--- config.mk ---
export PLATFORM = sky130hd
export DESIGN_NAME = qscan_seq
export DESIGN_NICKNAME = d
export VERILOG_FILES = /design/src/rtl/qscan_pkg.sv /design/src/rtl/qscan_trig_sel.sv /design/src/rtl/qscan_cmd_pick.sv /design/src/rtl/qscan_flag.sv /design/src/rtl/qscan_seq.sv
export SDC_FILE = /design/constraint.sdc
export NUM_CORES = 1
export LEC_CHECK = 0
export ABC_CLOCK_PERIOD_IN_PS = 4760
export BUFFER_PORTS_ARGS = -buffer_cell sky130_fd_sc_hd__buf_2
export CELL_PAD_IN_SITES_DETAIL_PLACEMENT = 0
export CELL_PAD_IN_SITES_GLOBAL_PLACEMENT = 2
export CORE_MARGIN = 1.5
export CORE_UTILIZATION = 27
export CTS_BUF_LIST = sky130_fd_sc_hd__clkbuf_4 sky130_fd_sc_hd__clkbuf_8 sky130_fd_sc_hd__clkbuf_16
export DETAILED_ROUTE_END_ITERATION = 10
export GPL_TIMING_DRIVEN = 0
export PLACE_DENSITY_LB_ADDON = 0.1
export SLEW_MARGIN = 25
export SYNTH_ARGS = -nofsm -noshare
export SYNTH_HDL_FRONTEND = slang
export SYNTH_HIERARCHICAL = 1
export SYNTH_SLANG_ARGS = --single-unit
export TNS_END_PERCENT = 10
--- constraint.sdc ---
create_clock -name clk -period 4.76 [get_ports clk]
set_input_delay 0.952 -clock clk [delete_from_list [all_inputs] [get_ports clk]]
set_output_delay 0.952 -clock clk [all_outputs]
set_load 0.02 [all_outputs]
--- src/rtl/qscan_pkg.sv ---
package qscan_pkg;
    typedef enum logic [1:0] {
        SRC_SW   = 2'd0,
        SRC_EXT  = 2'd1,
        SRC_TMR  = 2'd2,
        SRC_GATE = 2'd3
    } trig_src_e;

    typedef enum logic [1:0] {
        ST_IDLE,
        ST_ISSUE,
        ST_WAIT,
        ST_HOLD
    } seq_st_e;
endpackage

--- src/rtl/qscan_trig_sel.sv ---
module qscan_trig_sel
    import qscan_pkg::*;
(
    input  logic      clk,
    input  logic      rst_n,
    input  trig_src_e src,
    input  logic      sw_start,
    input  logic      ext_trig,
    input  logic      timer_tick,
    input  logic      gate,
    output logic      fire
);
    logic gate_d, gate_q;

    always_comb begin
        gate_d = gate;
        unique case (src)
            SRC_SW:   fire = sw_start;
            SRC_EXT:  fire = ext_trig;
            SRC_TMR:  fire = timer_tick;
            default:  fire = gate & ~gate_q;
        endcase
    end

    always_ff @(posedge clk or negedge rst_n) begin
        if (!rst_n) gate_q <= 1'b0;
        else        gate_q <= gate_d;
    end
endmodule

--- src/rtl/qscan_cmd_pick.sv ---
module qscan_cmd_pick #(
    parameter int ENTRIES = 16,
    parameter int CHAN_W  = 6,
    localparam int CMD_W  = CHAN_W + 1,
    localparam int IDX_W  = $clog2(ENTRIES + 1),
    localparam int SEL_W  = (ENTRIES > 1) ? $clog2(ENTRIES) : 1
) (
    input  logic [ENTRIES*CMD_W-1:0] table_in,
    input  logic [IDX_W-1:0]         idx,
    output logic [CHAN_W-1:0]        chan,
    output logic                     pause,
    output logic                     eoq
);
    logic [CMD_W-1:0] words [ENTRIES];
    logic [CMD_W-1:0] cur;
    logic             in_range;

    for (genvar g = 0; g < ENTRIES; g++) begin : g_unpack
        assign words[g] = table_in[g*CMD_W +: CMD_W];
    end

    always_comb begin
        in_range = (idx < IDX_W'(ENTRIES));
        cur      = words[idx[SEL_W-1:0]];
        chan     = cur[CHAN_W-1:0];
        pause    = cur[CHAN_W];
        eoq      = !in_range || (cur[CHAN_W-1:0] == {CHAN_W{1'b1}});
    end
endmodule

--- src/rtl/qscan_flag.sv ---
module qscan_flag (
    input  logic clk,
    input  logic rst_n,
    input  logic set_ev,
    input  logic rd,
    input  logic wr,
    input  logic wdata,
    output logic flag
);
    typedef struct packed {
        logic flag;
        logic seen_one;
    } flag_t;

    flag_t d, q;

    always_comb begin
        d = q;
        if (rd && q.flag) d.seen_one = 1'b1;
        if (wr && !wdata && q.seen_one) begin
            d.flag     = 1'b0;
            d.seen_one = 1'b0;
        end
        if (set_ev) d.flag = 1'b1;
    end

    always_ff @(posedge clk or negedge rst_n) begin
        if (!rst_n) q <= '0;
        else        q <= d;
    end

    assign flag = q.flag;
endmodule

--- src/rtl/qscan_seq.sv ---
module qscan_seq
    import qscan_pkg::*;
#(
    parameter int ENTRIES = 16,
    parameter int CHAN_W  = 6,
    localparam int CMD_W  = CHAN_W + 1,
    localparam int IDX_W  = $clog2(ENTRIES + 1)
) (
    input  logic                     clk,
    input  logic                     rst_n,
    input  logic [2:0]               scan_mode,
    input  logic                     arm,
    input  logic                     sw_start,
    input  logic                     ext_trig,
    input  logic                     timer_tick,
    input  logic                     gate,
    input  logic [ENTRIES*CMD_W-1:0] cmd_table,
    input  logic                     conv_done,
    input  logic                     flag_rd,
    input  logic                     flag_wr,
    input  logic                     flag_wdata,
    input  logic                     irq_en,
    output logic                     conv_start,
    output logic [CHAN_W-1:0]        conv_chan,
    output logic                     pause_flag,
    output logic                     irq
);
    typedef struct packed {
        seq_st_e           st;
        logic [IDX_W-1:0]  idx;
        logic              en;
        logic              start;
        logic [CHAN_W-1:0] chan;
        logic              pause;
    } seq_t;

    seq_t d, q;

    trig_src_e         src;
    logic              cont, gated, halting, fire;
    logic [CHAN_W-1:0] cmd_chan;
    logic              cmd_pause, cmd_eoq, flag_set;

    assign src     = trig_src_e'(scan_mode[1:0]);
    assign cont    = scan_mode[2];
    assign gated   = (src == SRC_GATE);
    assign halting = (src == SRC_EXT) || (src == SRC_TMR);

    qscan_trig_sel u_trig (
        .clk        (clk),
        .rst_n      (rst_n),
        .src        (src),
        .sw_start   (sw_start),
        .ext_trig   (ext_trig),
        .timer_tick (timer_tick),
        .gate       (gate),
        .fire       (fire)
    );

    qscan_cmd_pick #(.ENTRIES(ENTRIES), .CHAN_W(CHAN_W)) u_pick (
        .table_in (cmd_table),
        .idx      (q.idx),
        .chan     (cmd_chan),
        .pause    (cmd_pause),
        .eoq      (cmd_eoq)
    );

    always_comb begin
        d        = q;
        d.start  = 1'b0;
        flag_set = 1'b0;
        unique case (q.st)
            ST_IDLE: begin
                if (q.en && fire) begin
                    d.idx = '0;
                    d.st  = ST_ISSUE;
                end
            end
            ST_HOLD: begin
                if (fire) d.st = ST_ISSUE;
            end
            ST_ISSUE: begin
                if (cmd_eoq) begin
                    d.st = ST_IDLE;
                    if (!cont) d.en = 1'b0;
                end else if (gated && !gate) begin
                    flag_set = 1'b1;
                    d.st     = ST_IDLE;
                    if (!cont) d.en = 1'b0;
                end else begin
                    d.start = 1'b1;
                    d.chan  = cmd_chan;
                    d.pause = cmd_pause;
                    d.st    = ST_WAIT;
                end
            end
            default: begin
                if (conv_done) begin
                    d.idx = q.idx + 1'b1;
                    d.st  = ST_ISSUE;
                    if (q.pause && !gated) begin
                        flag_set = 1'b1;
                        if (halting) d.st = ST_HOLD;
                    end
                end
            end
        endcase
        if (arm) d.en = 1'b1;
    end

    always_ff @(posedge clk or negedge rst_n) begin
        if (!rst_n) begin
            q    <= '0;
            q.st <= ST_IDLE;
        end else begin
            q <= d;
        end
    end

    qscan_flag u_flag (
        .clk    (clk),
        .rst_n  (rst_n),
        .set_ev (flag_set),
        .rd     (flag_rd),
        .wr     (flag_wr),
        .wdata  (flag_wdata),
        .flag   (pause_flag)
    );

    assign conv_start = q.start;
    assign conv_chan  = q.chan;
    assign irq        = pause_flag & irq_en;
endmodule

; Yosys cells after proc, flatten, opt, wreduce, memory -nomap -nowiden
; Cells that the tools add are included.
[classes]
bitwise = 7
reduce_logical = 26
order_cmp = 2
n_eq_ne = 8
n_mux = 28
add_sub_neg = 1
[op_table]
columns = op, n
row1 = binary-select mux 7 bit (select 4 bit), 1
row2 = two-way mux 7 bit, 4
row3 = two-way mux 8 bit, 2
row4 = two-way mux 2 bit, 6
row5 = two-way mux 1 bit, 10
row6 = case mux 5 bit (2 select lines), 1
row7 = two-way mux 9 bit, 1
row8 = AND reduction 3 bit, 3
row9 = nonzero test 2 bit, 4
row10 = equality test 2 bit (second input constant), 3
row11 = equality test 6 bit (second input constant), 1
row12 = logical AND 1 bit, 6
row13 = case mux 2 bit (3 select lines), 1
row14 = adder 5 x 1 -> 5 bit (second input constant), 1
row15 = >= comparator 5 bit (second input constant), 1
row16 = less-than comparator 5 bit (second input constant), 1
row17 = NOT 4 -> 5 bit, 1
row18 = equality test 2 x 1 -> 1 bit (second input constant), 2
row19 = logical NOT 1 bit, 4
row20 = logical NOT 2 bit, 2
row21 = != test 2 bit (second input constant), 2
row22 = NOT 1 bit, 4
row23 = nonzero test 4 bit, 1
row24 = OR reduction 2 bit, 2
row25 = other kinds (6), 8
[totals]
out_inout_bits = 9
input_bits = 127
word_cells = 81
ff_bits = 19

; Logic depth before layout (Yosys ltp)
; Gate-level depths: netlist (run 1).
[logic_depth]
depth_word = 9
mapped_depth = 11

; Hierarchy
; Netlist (run 1), hierarchy kept.
[by_module_without_submodules]
columns = module, cells_each, area_each_um2, n_inst
row1 = qscan_cmd_pick, 65, 973.4, 1
row2 = qscan_seq, 79, 913.4, 1
row3 = qscan_flag, 8, 91.3, 1
row4 = qscan_trig_sel, 3, 53.8, 1

; Worst setup path before layout (run 1)
; OpenSTA, ideal clock, no wires.
[synth_path]
path_kind = in2reg
start = input cmd_table[23]
end = register q (netlist bit conv_chan[0])
t_arrival_ns = 2.610
setup_slack_ns = 2.025
stages = 8
n_path_buf = 0
required_time_ns = 4.635
path_cell_list = mux4_2 -> a22oi_1 -> nand3_1 -> nand4_1 -> o21bai_1 -> nand2b_1 -> nor2_2 -> mux2_2
[synth_via]
elab_chain_len = 7
[synth_rtl]
columns = item, line_no
row1 = "start, declared", qscan_seq.sv:17  ; input logic [ENTRIES*CMD_W-1:0] cmd_table,
row2 = binary-select mux 7 bit (select 4 bit), qscan_cmd_pick.sv:24  ; cur = words[idx[SEL_W-1:0]];
row3 = two-way mux 7 bit (not written as such) (2 in series), qscan_cmd_pick.sv:24
row4 = via cmd_chan[2], qscan_seq.sv:41  ; logic [CHAN_W-1:0] cmd_chan;
row5 = equality test 6 bit, qscan_cmd_pick.sv:27  ; eoq = !in_range || (cur[CHAN_W-1:0] == {CHAN_W{1'b1}});
row6 = logical OR 1 bit, qscan_cmd_pick.sv:27
row7 = via cmd_eoq, qscan_seq.sv:42  ; logic cmd_pause, cmd_eoq, flag_set;
row8 = NOT 1 bit (no source line), n/a
row9 = AND reduction 3 bit (no source line), n/a
row10 = "end, declared", qscan_seq.sv:37  ; seq_t d, q;
; The timed path passes the listed nets, and every way through them passes these cells. The select of a mux whose other input is x is not followed.
; A chain may end at the register's enable or synchronous reset.

; Final worst setup path (run 1)
[layout_path]
start = register q[9] (netlist name)
end = register q (netlist bit conv_chan[5])
[layout_via]
elab_chain_len = 8
[layout_rtl]
columns = item, line_no
row1 = NOT 4 -> 5 bit (not written as such), qscan_cmd_pick.sv:24
row2 = binary-select mux 7 bit (select 4 bit), qscan_cmd_pick.sv:24
row3 = two-way mux 7 bit (not written as such) (2 in series), qscan_cmd_pick.sv:24
row4 = via cmd_chan[3], qscan_seq.sv:41
row5 = equality test 6 bit, qscan_cmd_pick.sv:27
row6 = logical OR 1 bit, qscan_cmd_pick.sv:27
row7 = via cmd_eoq, qscan_seq.sv:42
row8 = NOT 1 bit (no source line), n/a
row9 = AND reduction 3 bit (no source line), n/a
; The timed path passes the listed nets, and every way through them passes these cells. The select of a mux whose other input is x is not followed.

==> results of run 1 <==
-- critical path: cells and delay by family, from the launching register on --
family	cells	cell delay, ps
buffers and inverters	2	380
DFF	1	430
and+or+nand+nor	4	790
muxes	2	920
AOI/OAI and AO/OA	2	300
-- final timing paths --
check | depth (start not counted) | slack, ps | to | start
worst max-delay path | 10 | 1820 | conv_chan[5] | q[9]
worst min-delay path | 1 | 470 | u_flag/flag | u_flag/q[0]
worst max register to register | 10 | 1820 | conv_chan[5] | q[9]
worst min register to register | 1 | 470 | u_flag/flag | u_flag/q[0]
max in group asynchronous | 1 | 3800 | conv_start | rst_n
min in group asynchronous | 1 | 640 | q[15] | rst_n
-- synthesized netlist by cell type, drive strengths merged --
| master | count |
|---|---|
| nand4b | 1 |
| mux2 | 8 |
| nand4 | 2 |
| a31oi | 1 |
| a221o | 2 |
| o41ai | 2 |
| nor2b | 7 |
| a32o | 1 |
| o31a | 1 |
| and4bb | 1 |
| mux2i | 9 |
| buf | 12 |
| mux4 | 30 |
| and3 | 1 |
| ha | 8 |
| clkbuf | 2 |
| and2 | 1 |
| nand3 | 10 |
| a22o | 1 |
| nor3 | 1 |
| a22oi | 4 |
| inv | 5 |
| nor2 | 9 |
| a21o | 1 |
| or3b | 1 |
| nand2b | 3 |
| nor4 | 1 |
| o221ai | 1 |
| o21bai | 1 |
| nand2 | 7 |
| o21ai | 1 |
| a2111o | 1 |
| dfrtp | 19 |
-- power groups by stage --
stage / clock [mW] / combinational [mW] / sequential (mW)
finish: 0.117 / 0.985 / 0.296
global route: 0.133 / 1.08 / 0.313
CTS: 0.124 / 1.00 / 0.297
detailed placement: 0 / 1.00 / 0.301
global placement: 0 / 0.995 / 0.300
floorplan: 0 / 0.755 / 0.293
-- cell families after synthesis --
logic type,Yosys count,share of synthesized area
AO/OA/AOI/OAI,17,0.07082
AND/OR/NAND/NOR,45,0.1238
multiplexers,47,0.4489
adder cells (fa/ha/maj),8,0.04926
flip-flops,19,0.2340
buffers and inverters,19,0.07327
-- through the flow --
stage,setup slack [ps],std cells
floorplan,2025,155
global placement,1613,389
detailed placement,1606,389
CTS,1798,393
global route,1594,393
finish,1823,393
-- cell usage in the layout (no fill, tap or decap), types with 2 or more instances in the layout --
cell      instances
dfrtp_1          19
buf_6             2
nand2b_1          3
nand4_1           2
nand3_1          10
nor2b_1           6
nand2_1           7
mux2i_1           9
mux2_2            8
mux4_2           15
a22oi_1           4
mux4_1           15
clkbuf_4          2
inv_1             5
nor2_1            7
ha_1              8
clkbuf_8          3
nor2_2            2
buf_4             7
o41ai_1           2
buf_2           136
-- final cells by class --
class                   instances  area share
plain buffers                  14     0.04522
clock buffers                   3     0.01435
clock inverters                 1    0.001739
inverters                       5    0.006522
multi-input cells             117      0.4891
flip-flops and latches         19      0.1652
well taps                      99     0.04304
repair buffers                135      0.2348
-- metal layers --
| layer | vias to the layer above | GRT usage |
|---|---|---|
| li1 | 912 | - |
| met5 | - | 0 |
| met1 | 888 | 0.1933 |
| met4 | 0 | 0.01587 |
| met3 | 2 | 0.03299 |
| met2 | 57 | 0.2863 |
-- registers in the layout, indices dropped and copies added, names as in the netlist --
register / flops
u_trig/gate_q: 1
u_flag/flag: 1
conv_chan: 6
q: 9
u_flag/q: 1
conv_start: 1
==> out/qor.csv, run 1 <==
metric,value,unit
post-synthesis sequential area ratio,0.2340,
DR WL met2,3210,µm
synth warn,6,
total congestion overflow,0,
CTS resizes,0,
"Area growth, synth to finish",41.63,%
Max-slew headroom,0.6896,
M1 wire length,2645,µm
CP Data Arrival Time,3080,ps
max-cap viol count,0,
hold_ws,471.7,ps
first-pass GRT wire length,9963,µm
syn_nets,290,
Synth Area per Inst,13.11,µm²
# port buffers,135,
Mapped Cells,155,
clock root cell,clkbuf_8,
Nets,430,
Sink Count,19,
Initial DRC Count,34,
Initial Util,0.2801,
DRT antenna net count,0,
critical path class,flip-flop to flip-flop,
power consumption,1.399,mW
slowest CP cell,mux4_2,
crit path max fanout,10,
Max rail drop VDD,0.1698,mV
post-CTS setup buffers,0,
sw frac,0.4059,
router iterations before antenna repair,4,
Hold WC Path Type,flip-flop to flip-flop,
TritonCTS clock tree,done,
top post-synthesis cells by area,"dfrtp_1 (23%), mux4_1 (19%), mux4_2 (17%)",
Setup Viol. Count Final,0,
clock-pin slew on the worst setup and hold paths,80,ps
wire length on met3,293,µm
CTS H-tree lvls,1,
antenna fix cells,0,
core area,0.007253,mm²
Comb pwr share,0.705,
Via density,4.730,
P_int,0.8308,mW
PwrDens,486.0,mW/mm²
WL final,6166,µm
Clk pwr share,0.084,
status,finished clean,
Final Wtd Congestion,0.7543,
fin crit period,2937,ps
Final Skew,4.469,ps
"Hold Vio Cnt, Final",0,
register area,475.5,µm²
Clock Latency Late Sink,260,ps
Final Cycle Share,0.6171,
total vias in the final route,1859,
vias in the first global route,2012,
Crit path largest cell delay,530,ps
wire length per cell,15.69,µm
Startpoint Class,flip-flop,
P_sw,0.5677,mW
Fillers,739,
Seq pwr share,0.212,
footprint of the multi-input gates,0.001408,mm²
f_max,340.5,MHz
Clock Path Buffers,2,
top-area cell type share of the netlist area,0.2340,
"flops & latches, synth",19,
P_leak,1.396,nW
row cnt,31,
Slew @ Worst Pin,459.5,ps
"Core Util, Final",0.3968,
DR DRC count,0,
Num CTS Buffers,3,
Die W,89.75,µm
height of the die,89.75,µm
Total GRT Usage,0.1559,
"area leader, netlist",dfrtp_1,
initial antenna violation count,0,
worst path required time,4900,ps
post-route setup TNS,0,ps
final instance area,0.002878,mm²
Top Ports,136,
Placement Cell Area,0.002831,mm²
count of cell types in the netlist,41,
"Slew Viols, Final",0,
die footprint,0.008055,mm²
DPL Wire Length,5265,µm
DR top layer,met4,
pin count of the biggest net entering global routing,20,
Post-Synthesis Cell Area,0.002032,mm²
RSZ-0062 raised after global routing,no,
layout cells sized above 1,0.6224,
crit end category,flip-flop,
worst path cell trace,buf_6 > buf_8 > mux4_2 > a22oi_1 > nand3_1 > nand4_1 > o21bai_1 > nand2b_1 > nor2_2 > mux2_2,
hold-fix buffers at CTS,0,
(Power assumes the default switching activity.)
==> inputs of run 2 (changes only) <==
--- a/config.mk
+++ b/config.mk
@@ -5,12 +5,13 @@
 export SDC_FILE = /design/constraint.sdc
 export NUM_CORES = 1
 export LEC_CHECK = 0
-export ABC_CLOCK_PERIOD_IN_PS = 4760
+export ABC_AREA = 1
+export ABC_CLOCK_PERIOD_IN_PS = 2450
 export BUFFER_PORTS_ARGS = -buffer_cell sky130_fd_sc_hd__buf_2
 export CELL_PAD_IN_SITES_DETAIL_PLACEMENT = 0
 export CELL_PAD_IN_SITES_GLOBAL_PLACEMENT = 2
 export CORE_MARGIN = 1.5
-export CORE_UTILIZATION = 27
+export CORE_UTILIZATION = 18
 export CTS_BUF_LIST = sky130_fd_sc_hd__clkbuf_4 sky130_fd_sc_hd__clkbuf_8 sky130_fd_sc_hd__clkbuf_16
 export DETAILED_ROUTE_END_ITERATION = 10
 export GPL_TIMING_DRIVEN = 0
==> constraint.sdc (replaced) <==
create_clock -name clk -period 2.45 [get_ports clk]
set_input_delay 0.49 -clock clk [delete_from_list [all_inputs] [get_ports clk]]
set_output_delay 0.49 -clock clk [all_outputs]
set_load 0.02 [all_outputs]
==> run 2 against run 1 <==
Against the previous run: sequential share of layout area down 2.3 points; register-to-register slack lost 1600 ps; first-iteration DRC count rose to 3.0 times the previous value; power grew 130%; final area rose by 17%; hold slack got worse by 280 ps; sequential power increased by 87%; critical endpoint is now conv_chan[4]; largest power group unchanged.
==> out/qor.csv, run 2 <==
metric,value,unit
core area,0.01277,mm²
Worst path most repeated cell,nand2_1,
worst path required time,2590,ps
vias in the first global route,3069,
Final Wtd Congestion,0.7469,
clock-pin slew on the worst setup and hold paths,60,ps
Synth Area per Inst,5.566,µm²
Final WS setup,251.7,ps
DPL Wire Length,8105,µm
antenna fix cells,0,
PwrDens,959.8,mW/mm²
Final Cycle Share,0.8973,
Clock Latency Late Sink,250,ps
most frequent cell after synthesis,nand2_1,
Hold WC Path Type,input port to asynchronous set/reset pin,
CTS H-tree lvls,1,
Max-slew headroom,0.6886,
crit path max fanout,10,
crit end category,flip-flop,
Slew @ Worst Pin,467.2,ps
Crit path largest cell delay,440,ps
top post-synthesis cells by area,"nand2_1 (24%), dfrtp_1 (20%), nand3_1 (13%)",
Setup Viol. Count Final,0,
"Area growth, synth to finish",41.28,%
Sink Count,19,
Clock Path Buffers,2,
Die W,118.0,µm
most frequent cells in the layout,"nand2_1 (155), buf_2 (145), nand3_1 (63)",
Top Ports,136,
post-synthesis sequential area ratio,0.1996,
total congestion overflow,0,
count of cell types in the netlist,27,
Max rail drop VDD,0.2593,mV
max reg flops,9,
"flops & latches, synth",19,
first-pass GRT wire length,15770,µm
P_leak,1.977,nW
height of the die,118.0,µm
Startpoint Class,flip-flop,
Post-Synthesis Cell Area,0.002382,mm²
Final Skew,4.875,ps
Place WS,-61.34,ps
hold-fix buffers at CTS,0,
# port buffers,135,
pin count of the biggest net entering global routing,20,
Via density,4.066,
Initial DRC Count,102,
post-CTS setup buffers,0,
Placement Cell Area,0.003273,mm²
ys async rst share,1.000,
status,finished clean,
Mapped Cells,428,
top-area cell type share of the netlist area,0.2442,
Synth Flop Type,dfrtp_1,
die footprint,0.01393,mm²
"commonest non-fill, non-tap cell in the layout",nand2_1,
row cnt,41,
Total GRT Usage,0.1413,
"Slew Viols, Final",0,
"Hold Vio Cnt, Final",0,
Biggest register,q,
Num CTS Buffers,3,
worst path cell trace,buf_6 > inv_4 > buf_6 > nor2_1 > nor2_1 > o21ai_1 > nand3_1 > nand3_1 > nand2_1 > nand2_1 > inv_1 > nand2_1 > nand2_1 > nor2_4 > nand2_4 > clkinv_4 > nand2_1 > nand2_1,
Nets,703,
total vias in the final route,3005,
initial antenna violation count,0,
router iterations before antenna repair,4,
CP Data Arrival Time,2340,ps
wire length per cell,13.37,µm
syn_nets,563,
synth warn,6,
DRT antenna net count,0,
fin crit period,2198,ps
max-cap viol count,0,
WL final,9883,µm
critical path class,flip-flop to flip-flop,
DR DRC count,0,
"area leader, netlist",nand2_1,
clock root cell,clkbuf_16,
final instance area,0.003366,mm²
commonest cells in the netlist,"nand2_1 (155), nand3_1 (63), inv_1 (59)",
TritonCTS clock tree,done,
slowest CP cell,dfrtp_2,
Post-synth EDFFs,0,
Initial Util,0.1865,
layout cells sized above 1,0.3122,
f_max,454.9,MHz
RSZ-0062 raised after global routing,no,
run 2: changes by cell type in the layout (fill, tap and decap cells not counted), moves of 8 or more:
cell / change
nand2_1: +148
inv_1: +54
nand3_1: +53
nor2_1: +37
o21ai_0: +16
mux4_1: -15
mux4_2: -15
o21ai_1: +13
buf_2: +9
mux2i_1: -9
mux2_2: -8
run 2: cells by family after synthesis:
group | Yosys count | share of synthesized area
xor gates and xnor gates | 1 | 0.003677
buffers and inverters | 90 | 0.1828
AOI/OAI and AO/OA | 41 | 0.09875
adders and majority gates | 8 | 0.04202
DFF | 19 | 0.1996
and+or+nand+nor | 269 | 0.4732
run 2: cell type report:
cell class	count	area, µm²
multi-input cells	319	1471
fillers	1495	9408
well taps	172	215.2
repair buffers	135	675.6
inverters	63	244.0
clock buffers	4	82.58
plain buffers	27	197.7
flip-flops and latches	19	479.2
run 2: critical path: cells and delay by family (launching register included):
family | cells | cell delay [ps]
AND/OR/NAND/NOR | 12 | 1000
buffers and inverters | 5 | 560
flip-flops | 1 | 440
AO/OA/AOI/OAI | 1 | 70
run 2: final timing paths:
check | endpoint | slack (ps) | startpoint | depth (start not counted)
setup / recovery | conv_chan[4] | 250 | q[9] | 18
hold / removal | q[8] | 190 | rst_n | 1
setup reg to reg | conv_chan[4] | 250 | q[9] | 18
hold reg to reg | conv_chan[0] | 480 | conv_chan[0] | 2
max in group asynchronous | q[11] | 1920 | rst_n | 1
min in group clk | u_trig/gate_q | 400 | gate | 1
run 2: where the power goes:
part | total, mW | switching, mW | internal, mW
combinational | 2.32 | 1.45 | 0.869
clock | 0.353 | 0.121 | 0.233
sequential | 0.553 | 0.108 | 0.445
total | 3.23 | 1.68 | 1.55
run 2: routing by layer:
layer	up-vias	share of wire	global-route usage
met5	-	0	0
met4	0	0.0080	0.01601
met3	6	0.051	0.02374
met2	81	0.48	0.2496
met1	1312	0.46	0.1850
li1	1606	-	-
run 2: timing repair:
| item | 4_1_cts | 5_1_grt |
|---|---|---|
| endpoints found under the hold margin | 0 | 0 |
| gates resized for setup | 1 | 7 |
| setup endpoints to repair | 9 | 9 |
| pin swaps | 0 | 0 |
run 2: metrics by stage:
stage,utilization,TNS (ps),power [mW],hold slack (ps),instances
final,0.2635,0,3.230,189.4,739
after detailed placement,0.2562,-335.8,2.921,471.1,735
after global routing,0.2635,0,3.610,218.7,739
after floorplan,-,0,2.182,194.4,428
after global placement,0.2562,-324.3,2.926,470.2,735
after CTS,0.2628,0,3.288,207.9,739
==> inputs of run 3 (changes only) <==
--- a/config.mk
+++ b/config.mk
@@ -10,6 +10,7 @@
 export BUFFER_PORTS_ARGS = -buffer_cell sky130_fd_sc_hd__buf_2
 export CELL_PAD_IN_SITES_DETAIL_PLACEMENT = 0
 export CELL_PAD_IN_SITES_GLOBAL_PLACEMENT = 2
+export CORE_ASPECT_RATIO = 1.4
 export CORE_MARGIN = 1.5
 export CORE_UTILIZATION = 18
 export CTS_BUF_LIST = sky130_fd_sc_hd__clkbuf_4 sky130_fd_sc_hd__clkbuf_8 sky130_fd_sc_hd__clkbuf_16
==> constraint.sdc (replaced) <==
create_clock -name clk -period 2.45 [get_ports clk]
set_input_delay 0.49 -clock clk [delete_from_list [all_inputs] [get_ports clk]]
set_output_delay 0.49 -clock clk [all_outputs]
set_load 0.1 [all_outputs]
==> run 3 against run 2 <==
Against the previous run: maximum frequency decreased by 3.0%; highest routed layer is now met5; power is 13% higher; combinational power increased by 19%.
==> out/qor.csv, run 3 (same netlist as run 2, synthesis figures left out) <==
metric,value,unit
total congestion overflow,0,
P_leak,1.982,nW
Max rail drop VDD,0.3958,mV
DPL Wire Length,8417,µm
FF-to-FF path depth,18,
Critical Path Source,q[9],
TritonCTS clock tree,done,
total vias in the final route,2995,
Final Wtd Congestion,0.7119,
Final Skew,1.521,ps
router iterations before antenna repair,5,
Biggest register,q,
antenna fix cells,0,
f_max,441.3,MHz
Clock Latency Late Sink,260,ps
row cnt,49,
R2R Path End,conv_chan[0],
Top Ports,136,
Initial Util,0.1850,
PwrDens,1090,mW/mm²
Slew @ Worst Pin,491.1,ps
Fillers,1555,
Clock Path Buffers,2,
layout cells sized above 1,0.3086,
worst path bufs/invs,4,
die footprint,0.01394,mm²
vias in the first global route,3005,
"CP delay by family, top",simple AND/OR/NAND/NOR gates,
first-pass GRT wire length,15390,µm
reg-to-reg setup timing slack,180,ps
RR Startpoint,q[9],
Nets,703,
initial antenna violation count,1,
"Slew Viols, Final",0,
worst path required time,2600,ps
CTS H-tree lvls,1,
"Area growth, synth to finish",40.65,%
worst path cell trace,buf_6 > inv_4 > buf_6 > nand2_1 > nand2_1 > nand2_1 > nand3_1 > nand3_1 > nand2_1 > nand2_1 > nor2_1 > nand2_1 > nand2_1 > nor2_4 > nand2_4 > clkinv_4 > nand2_1 > nand2_1,
core area,0.01287,mm²
crit end category,flip-flop,
status,finished clean,
critical path class,flip-flop to flip-flop,
DR DRC count,0,
wire length per cell,14.10,µm
Max-slew headroom,0.6748,
crit path max fanout,10,
"Hold Vio Cnt, Final",0,
clock-pin slew on the worst setup and hold paths,60,ps
height of the die,139.1,µm
# port buffers,135,
Die W,100.2,µm
power consumption,3.654,mW
"commonest non-fill, non-tap cell in the layout",nand2_1,
Worst path most repeated cell,nand2_1,
Num CTS Buffers,3,
Initial DRC Count,67,
Total GRT Usage,0.1451,
"Core Util, Final",0.2603,
hold-fix buffers at CTS,0,
Setup Viol. Count Final,0,
clock root cell,clkbuf_16,
max reg flops,9,
Startpoint Class,flip-flop,
Crit path largest cell delay,440,ps
post-CTS setup buffers,0,
fin crit period,2266,ps
post-route setup TNS,0,ps
max-cap viol count,0,
Final Cycle Share,0.9250,
WL final,10160,µm
RSZ-0062 raised after global routing,no,
CP Data Arrival Time,2420,ps
pin count of the biggest net entering global routing,20,
Via density,4.160,
slowest CP cell,dfrtp_2,
Sink Count,19,
DRT antenna net count,0,
most frequent cells in the layout,"nand2_1 (155), buf_2 (143), nand3_1 (63)",
Hold WC Path Type,input port to asynchronous set/reset pin,
run 3: cell types whose count changed in the layout (fill, tap and decap cells not counted), sizes merged:
cell	change
buf	-1
clkbuf	+1
run 3: metrics by stage:
step | hold WS [ps] | instance area (µm²) | instances | setup WS, ps
6_report | 183.0 | 3351 | 720 | 183.7
4_1_cts | 201.4 | 3336 | 720 | 23.45
3_3_place_gp | 466.4 | 3249 | 716 | -156.5
5_1_grt | 221.4 | 3351 | 720 | 2.390
2_1_floorplan | 194.4 | 2382 | 428 | 300.5
3_5_place_dp | 474.9 | 3249 | 716 | -174.5
run 3: metal layers:
metal | track usage | part of all wire | vias to the layer above
met5 | 0 | 0.00098 | -
met4 | 0.03558 | 0.010 | 2
met3 | 0.02117 | 0.052 | 7
met2 | 0.2914 | 0.55 | 93
met1 | 0.1527 | 0.39 | 1284
li1 | - | - | 1609
run 3: repair_timing:
item                                   4_1_cts  5_1_grt
endpoints found under the hold margin        0        0
gates resized for setup                      2        8
setup endpoints to repair                   11        9
run 3: report_power, final:
part | internal (mW) | leakage [nW] | switching (mW) | total [mW]
Combinational | 0.882 | 1.71 | 1.87 | 2.75
Sequential | 0.443 | 0.233 | 0.105 | 0.548
Clock | 0.233 | 0.0416 | 0.124 | 0.357
run 3: how the worst max path moves through the flow:
stage                              end  slack [ps]  depth (start not counted)
after floorplan                    irq         300                          2
after global placement     u_flag/flag        -160                         14
after detailed placement   u_flag/flag        -170                         14
after CTS                 conv_chan[0]          20                         15
after global routing       u_flag/flag           2                         18
final                     conv_chan[0]         180                         18
run 3: final cells by class:
cell class | instances | area [µm²] | area share
plain buffers | 27 | 209.0 | 0.06236
clock buffers | 4 | 82.58 | 0.02465
inverters | 63 | 244.0 | 0.07282
multi-input cells | 319 | 1471 | 0.4391
flip-flops and latches | 19 | 476.7 | 0.1423
well taps | 153 | 191.4 | 0.05713
repair buffers | 135 | 675.6 | 0.2016
run 3: worst register-to-register path, delay by kind of cell, from the launching register on:
| kind | cells | cell delay, ps |
|---|---|---|
| DFF | 1 | 440 |
| and+or+nand+nor | 14 | 1220 |
| buffers and inverters | 4 | 500 |
